<file path="src/rtl/nco_pkg.sv">
package nco_pkg;
  typedef enum logic [1:0] {
    SEL_TUNE_LO = 2'd0,
    SEL_TUNE_HI = 2'd1,
    SEL_OFFSET  = 2'd2,
    SEL_NONE    = 2'd3
  } nco_sel_e;

  localparam int unsigned TUNE_W  = 32;
  localparam int unsigned HALF_W  = 16;
  localparam int unsigned PHASE_W = 16;
endpackage

</file>
<file path="src/rtl/nco_tune_bank.sv">
// Shadow and active tuning word, plus phase offset register.
module nco_tune_bank #(
  parameter int unsigned TUNE_W = 32,
  parameter int unsigned HALF_W = 16,
  parameter int unsigned OFS_W  = 16,
  parameter int unsigned SEL_W  = 2
) (
  input  logic              clk,
  input  logic              rst_n,
  input  logic              wr_en,
  input  logic [SEL_W-1:0]  wr_sel,
  input  logic [HALF_W-1:0] wr_data,
  input  logic              hold_one,
  input  logic              hop_stb,
  input  logic              sleep,
  output logic [TUNE_W-1:0] tune_act,
  output logic [OFS_W-1:0]  phase_ofs
);
  localparam int unsigned NHALF   = TUNE_W / HALF_W;
  localparam int unsigned OFS_SEL = NHALF;

  logic [TUNE_W-1:0] shadow_q, shadow_nxt;
  logic [TUNE_W-1:0] act_q, act_nxt;
  logic [OFS_W-1:0]  ofs_q, ofs_nxt;
  logic              sleep_q;
  logic              wake;
  logic              tune_hit;
  logic              commit;

  // per-half shadow next-state
  for (genvar h = 0; h < NHALF; h++) begin : g_half
    logic hit;
    always_comb begin
      hit = wr_en && (wr_sel == SEL_W'(h));
      shadow_nxt[h*HALF_W +: HALF_W] = hit ? wr_data
                                           : shadow_q[h*HALF_W +: HALF_W];
    end
  end

  always_comb begin
    tune_hit = wr_en && (wr_sel < SEL_W'(NHALF));
    wake     = sleep_q && !sleep;
    commit   = hop_stb || wake || (hold_one && tune_hit);
    act_nxt  = commit ? shadow_nxt : act_q;
    ofs_nxt  = (wr_en && (wr_sel == SEL_W'(OFS_SEL))) ? wr_data[OFS_W-1:0] : ofs_q;
  end

  always_ff @(posedge clk or negedge rst_n) begin
    if (!rst_n) begin
      shadow_q <= '0;
      act_q    <= '0;
      ofs_q    <= '0;
      sleep_q  <= 1'b0;
    end else begin
      shadow_q <= shadow_nxt;
      act_q    <= act_nxt;
      ofs_q    <= ofs_nxt;
      sleep_q  <= sleep;
    end
  end

  assign tune_act  = act_q;
  assign phase_ofs = ofs_q;

  assert_hold_R2: assert property (@(posedge clk) disable iff (!rst_n)
    (!hop_stb && !(sleep_q && !sleep) && !(hold_one && wr_en && wr_sel < SEL_W'(NHALF)))
      |=> $stable(tune_act));

  assert_hop_commit_R3: assert property (@(posedge clk) disable iff (!rst_n)
    (hop_stb && !wr_en) |=> (tune_act == $past(shadow_q)));

  assert_wake_commit_R4: assert property (@(posedge clk) disable iff (!rst_n)
    ($past(sleep) && !sleep && !wr_en) |=> (tune_act == $past(shadow_q)));

  assert_immediate_R5: assert property (@(posedge clk) disable iff (!rst_n)
    (hold_one && wr_en && wr_sel == '0) |=> (tune_act[HALF_W-1:0] == $past(wr_data)));

  assert_offset_R8: assert property (@(posedge clk) disable iff (!rst_n)
    (wr_en && wr_sel == SEL_W'(OFS_SEL)) |=> (phase_ofs == $past(wr_data[OFS_W-1:0])));
endmodule

</file>
<file path="src/rtl/nco_accum.sv">
// Phase accumulator with clearing hop.
module nco_accum #(
  parameter int unsigned ACC_W = 32
) (
  input  logic             clk,
  input  logic             rst_n,
  input  logic             step_en,
  input  logic             hop_clear,
  input  logic [ACC_W-1:0] tune,
  output logic [ACC_W-1:0] acc
);
  logic [ACC_W-1:0] acc_q, acc_nxt;

  always_comb begin
    acc_nxt = acc_q;
    if (hop_clear)    acc_nxt = '0;
    else if (step_en) acc_nxt = acc_q + tune;
  end

  always_ff @(posedge clk or negedge rst_n) begin
    if (!rst_n) acc_q <= '0;
    else        acc_q <= acc_nxt;
  end

  assign acc = acc_q;

  assert_clear_R7: assert property (@(posedge clk) disable iff (!rst_n)
    hop_clear |=> (acc == '0));

  assert_idle_R9: assert property (@(posedge clk) disable iff (!rst_n)
    (!step_en && !hop_clear) |=> $stable(acc));

  assert_step_R6: assert property (@(posedge clk) disable iff (!rst_n)
    (step_en && !hop_clear) |=> (acc == $past(acc) + $past(tune)));
endmodule

</file>
<file path="src/rtl/nco_phase_out.sv">
// Offset addition and registered output.
module nco_phase_out #(
  parameter int unsigned PHASE_W = 16
) (
  input  logic               clk,
  input  logic               rst_n,
  input  logic               step_en,
  input  logic [PHASE_W-1:0] acc_top,
  input  logic [PHASE_W-1:0] phase_ofs,
  output logic [PHASE_W-1:0] phase_out,
  output logic               phase_vld
);
  logic [PHASE_W-1:0] ph_q, ph_nxt;
  logic               vld_q;

  always_comb begin
    ph_nxt = step_en ? (acc_top + phase_ofs) : ph_q;
  end

  always_ff @(posedge clk or negedge rst_n) begin
    if (!rst_n) begin
      ph_q  <= '0;
      vld_q <= 1'b0;
    end else begin
      ph_q  <= ph_nxt;
      vld_q <= step_en;
    end
  end

  assign phase_out = ph_q;
  assign phase_vld = vld_q;

  assert_vld_R10: assert property (@(posedge clk) disable iff (!rst_n)
    phase_vld |-> $past(step_en));

  assert_hold_out_R10: assert property (@(posedge clk) disable iff (!rst_n)
    !step_en |=> $stable(phase_out));
endmodule

</file>
<file path="src/rtl/nco_phase_gen.sv">
module nco_phase_gen #(
  parameter int unsigned TUNE_W  = nco_pkg::TUNE_W,
  parameter int unsigned HALF_W  = nco_pkg::HALF_W,
  parameter int unsigned PHASE_W = nco_pkg::PHASE_W
) (
  input  logic               clk,
  input  logic               rst_n,
  input  logic               wr_en,
  input  logic [1:0]         wr_sel,
  input  logic [HALF_W-1:0]  wr_data,
  input  logic               hold_one,
  input  logic               clear_on_hop,
  input  logic               hop_stb,
  input  logic               sleep,
  input  logic               sample_en,
  output logic [PHASE_W-1:0] phase_out,
  output logic               phase_vld
);
  logic [TUNE_W-1:0]  tune_act;
  logic [PHASE_W-1:0] phase_ofs;
  logic [TUNE_W-1:0]  acc;
  logic               step_en;
  logic               hop_clear;

  always_comb begin
    step_en   = sample_en && !sleep;
    hop_clear = hop_stb && clear_on_hop;
  end

  nco_tune_bank #(
    .TUNE_W(TUNE_W), .HALF_W(HALF_W), .OFS_W(PHASE_W), .SEL_W(2)
  ) u_bank (
    .clk(clk), .rst_n(rst_n), .wr_en(wr_en), .wr_sel(wr_sel),
    .wr_data(wr_data), .hold_one(hold_one), .hop_stb(hop_stb),
    .sleep(sleep), .tune_act(tune_act), .phase_ofs(phase_ofs)
  );

  nco_accum #(.ACC_W(TUNE_W)) u_acc (
    .clk(clk), .rst_n(rst_n), .step_en(step_en), .hop_clear(hop_clear),
    .tune(tune_act), .acc(acc)
  );

  nco_phase_out #(.PHASE_W(PHASE_W)) u_out (
    .clk(clk), .rst_n(rst_n), .step_en(step_en),
    .acc_top(acc[TUNE_W-1 -: PHASE_W]), .phase_ofs(phase_ofs),
    .phase_out(phase_out), .phase_vld(phase_vld)
  );

  assert_reset_R1: assert property (@(posedge clk)
    $rose(rst_n) |-> (!phase_vld && phase_out == '0));
endmodule

</file>
<file path="config.mk">
export PLATFORM = sky130hd
export DESIGN_NAME = nco_phase_gen
export DESIGN_NICKNAME = d
export VERILOG_FILES = /design/src/rtl/nco_pkg.sv /design/src/rtl/nco_tune_bank.sv /design/src/rtl/nco_accum.sv /design/src/rtl/nco_phase_out.sv /design/src/rtl/nco_phase_gen.sv
export SDC_FILE = /design/constraint.sdc
export NUM_CORES = 1
export LEC_CHECK = 0
export ABC_AREA = 1
export ABC_CLOCK_PERIOD_IN_PS = 4200
export BUFFER_PORTS_ARGS = -buffer_cell sky130_fd_sc_hd__clkbuf_2
export CAP_MARGIN = 20
export CORE_MARGIN = 2
export CORE_UTILIZATION = 27
export DETAILED_ROUTE_END_ITERATION = 16
export GPL_ROUTABILITY_DRIVEN = 0
export HOLD_SLACK_MARGIN = 0.15
export PLACE_DENSITY_LB_ADDON = 0.2
export SYNTH_ARGS = -nofsm -noshare
export SYNTH_HDL_FRONTEND = slang
export SYNTH_HIERARCHICAL = 1
export SYNTH_SLANG_ARGS = --single-unit
</file>
<file path="constraint.sdc">
create_clock -name clk -period 4.2 [get_ports clk]
set_clock_uncertainty 0.15 [all_clocks]
set_input_delay 0 -clock clk [delete_from_list [all_inputs] [get_ports clk]]
set_output_delay 0 -clock clk [all_outputs]
set_load 0.02 [all_outputs]
</file>
==> reports/metrics.yaml <==
power_and_ir_drop:
  p_leak_nw: 5.72
  peakVddDrop_uv: 312
  power_density_nw_per_um2: 522
global_route:
  gr-usage-met3_pct: 2.98
  grt_pass1_vias: 7640
  grt_pass1_wl_um: 42300
  gr-total-overflow: 0
  grt_usage_pct: 16.6
  use_met2_pct: 28.5
  use_met1_pct: 21.7
  busiest_layer: "met2"
  antenna_found_initial: 0
  grt_start_max_net_pins: 103
timing:
  rsz0062_at_grt: "false"
  maxSlewHeadroom_pct: 39.2
  final.setup.worst_slack_ns: 1.54
  setup_viol: 0
  min_period_over_period_pct: 63.4
  final-hold-violation-count: 0
  tns_ns: 0
  fmaxAchievable_ghz: 0.375
  period_needed_ns: 2.66
  slew_violations: 0
  worst_slew_pin_slew_ns: 0.909
floorplan:
  core_area_um2: 30700
  fp.dieH_um: 181
  initial_core_util_pct: 27.5
  rows: 64
  die_w_um: 181
  io_pins: 43
  die-area_um2: 32800
final_layout:
  syn_to_final_growth_pct: 19.8
  fin_util_pct: 33.0
  final_cells: 1707
  multi_input_area_um2: 4400
  antenna_cells: 0
  drive_gt1_share_pct: 9.76
  register_area_um2: 3250
  nFillCells: 3390
  final_nets: 1372
drt:
  ant_nets: 0
  vias: 7743
  remaining_drc_errors: 0
  drt_iter0_drc: 514
  dr.pass1.iters: 5
  wl_per_cell_um: 15.3
  drt-total-wl_um: 26200
  vias_per_cell: 4.54
setup_path:
  regToRegEndpoint: "u_acc/acc[28]$_DFFE_PN0P_"
  crit_path_start_kind: "input port"
  crit_end: "u_acc/acc[3]$_DFFE_PN0P_"
  slowest_stage: "nor2_4"
  path_common_cell: "dlygate4sd3_1"
  cp_data_required_time_ns: 4.42
  crit_type: "in2reg"
  crit_chain: "dlygate4sd3_1, clkbuf_2, nand2_1, dlygate4sd3_1, inv_1, nor2_4, nand2_1, o31ai_1, dlygate4sd3_1"
  worst-path-max-fanout: 32
  arrival_ns: 2.89
  reg2reg_slack_ns: 1.88
  cp-startpoint: "hop_stb"
  r2r_cells: 13
  r2r-start: "u_acc/acc[0]$_DFFE_PN0P_"
  worst_path_largest_cell_delay_ns: 0.72
  cp-end-kind: "register"
logic_synthesis:
  synthAdderAreaFrac_pct: 7.27
  synth_ff_type: "dfrtp_1"
  ys_types: 41
  synth_area_leaders: "dfrtp_1, nand2_1, nand3_1"
  synth_top_family_by_area: "simple AND/OR/NAND/NOR gates"
  ys_seq_elements: 130
  yosysTopAreaCellShare_pct: 38.4
  syn_inst: 1221
  synth-xor-area-share_pct: 0.828
  synth_simple_gate_area_share_pct: 39.7
  yosysSeqAreaShare_pct: 38.4
  yosys.area.top_type: "dfrtp_1"
  ys_warn_count: 6
  avgSynthCellArea_um2: 6.93
  syn_area_um2: 8470
  synth-edff-count: 0
  synth-compound-area-share_pct: 4.09
  synthArstFlopShare_pct: 100
  synthMuxAreaShare_pct: 0
  syn_nets: 1295
clocking:
  numCtsBuffers: 17
  cts_root_buf: "clkbuf_16"
  clkLatencyLatePin_ns: 0.44
  cts_sinks: 130
  post-cts-setup-buffers: 0
  tritoncts: "done"
  htreeDepth: 4
  clock_path_buffers: 2
  cts-resized-gates: 0
  clkSlewWorstSetupHoldPaths_ns: 0.06
place:
  dp_slack_ns: 1.90
  dp_hpwl_um: 19600
  io_buffers: 42
  dp_cells: 1633
worst_hold_path:
  hp-class: "in2async"
flow_run:
  drv_cap: 0
status:
  status: "completed"
[cells in the mapped netlist, types with 4 or more instances]
master and number:
dfrtp_1 130, or2_1 5, nor2_1 52, nand2_2 16, a21oi_1 35, nand3b_1 4
o21ai_0 15, nand3_1 120, nand4_1 20, nor2_2 7, inv_2 6, inv_1 152
buf_6 7, nand2_1 536, clkbuf_1 6, buf_2 10, ha_1 46, buf_4 7
xnor2_1 5
[power breakdown]
group	switching, mW	internal (mW)
logic	1.15	0.609
clock network	0.620	1.19
registers	0.210	1.52
[cell type report]
| class | instances | area share, % |
|---|---|---|
| well taps | 396 | 4.89 |
| multi-input cells | 900 | 43.4 |
| repair buffers | 89 | 6.82 |
| clock inverters | 14 | 2.68 |
| flip-flops and latches | 130 | 32.1 |
| clock buffers | 18 | 4.23 |
| inverters | 160 | 5.95 |
[layer usage]
layer,routed length [um],vias up,part of all wire (%)
li1,-,3980,-
met1,12100,3603,46
met2,12800,138,49
met3,914,22,3.5
met4,319,0,1.2
met5,0,-,0
[worst min path at each step]
stage,endpoint,slack [ns]
after detailed placement,u_bank/sleep_q$_DFF_PN0_,0.003
after floorplan,u_acc/acc[0]$_DFFE_PN0P_,-0.45
after CTS,u_bank/shadow_q[0]$_DFF_PN0_,0.17
after global placement,u_bank/sleep_q$_DFF_PN0_,0.002
final,u_bank/shadow_q[6]$_DFF_PN0_,0.32
after global routing,u_bank/shadow_q[10]$_DFF_PN0_,0.32
[state kept, by name, indices dropped and copies added, names as in the netlist]
name and count:
u_out/phase_vld 1, u_out/phase_out 16, u_acc/acc 32, u_bank/phase_ofs 16
u_bank/shadow_q 32, u_bank/tune_act 32, u_bank/sleep_q 1
[placed cells by master, fill, tap and decap left out, types with 3 or more instances in the layout]
master,n
a21oi_1,35
buf_4,5
bufinv_16,7
clkbuf_16,17
clkbuf_2,41
dfrtp_1,130
dlygate4sd3_1,41
ha_1,46
inv_1,152
inv_2,6
inv_6,5
nand2_1,536
nand2_2,16
nand2_4,3
nand3_1,120
nand3_2,3
nand3b_1,4
nand4_1,20
nor2_1,51
nor2_2,7
nor3_1,3
nor3_2,3
o21ai_0,15
o21ai_1,3
o21bai_1,3
or2_1,5
xnor2_1,5
xor2_1,3
[critical path: cells and delay by family]
family / cells / cell delay (ns)
buffers and inverters: 5 / 1.86
AND/OR/NAND/NOR: 3 / 0.90
AO/OA/AOI/OAI: 1 / 0.11
[logic make-up (layout without fill, tap and decap cells)]
logic type,Yosys count,in the layout
buffers and inverters,191,281
adders and majority gates,48,48
AOI/OAI and AO/OA,63,63
and+or+nand+nor,781,781
DFF,130,130
xor gates and xnor gates,8,8
[through the flow]
stage / hold slack, ns / total power, mW / instance area (um2)
2_1_floorplan: -0.446 / 2.92 / 8470
3_3_place_gp: 0.00236 / 3.48 / 9000
3_5_place_dp: 0.00287 / 3.49 / 9000
4_1_cts: 0.168 / 5.35 / 10100
5_1_grt: 0.320 / 5.67 / 10100
6_report: 0.316 / 5.29 / 10100
[timing repair]
| action | in CTS | in global routing |
|---|---|---|
| endpoints found under the hold margin | 227 | 9 |
| hold buffers | 40 | 1 |
| setup endpoints to repair | 0 | 0 |
Note: power is estimated with default switching activity, not from simulation.
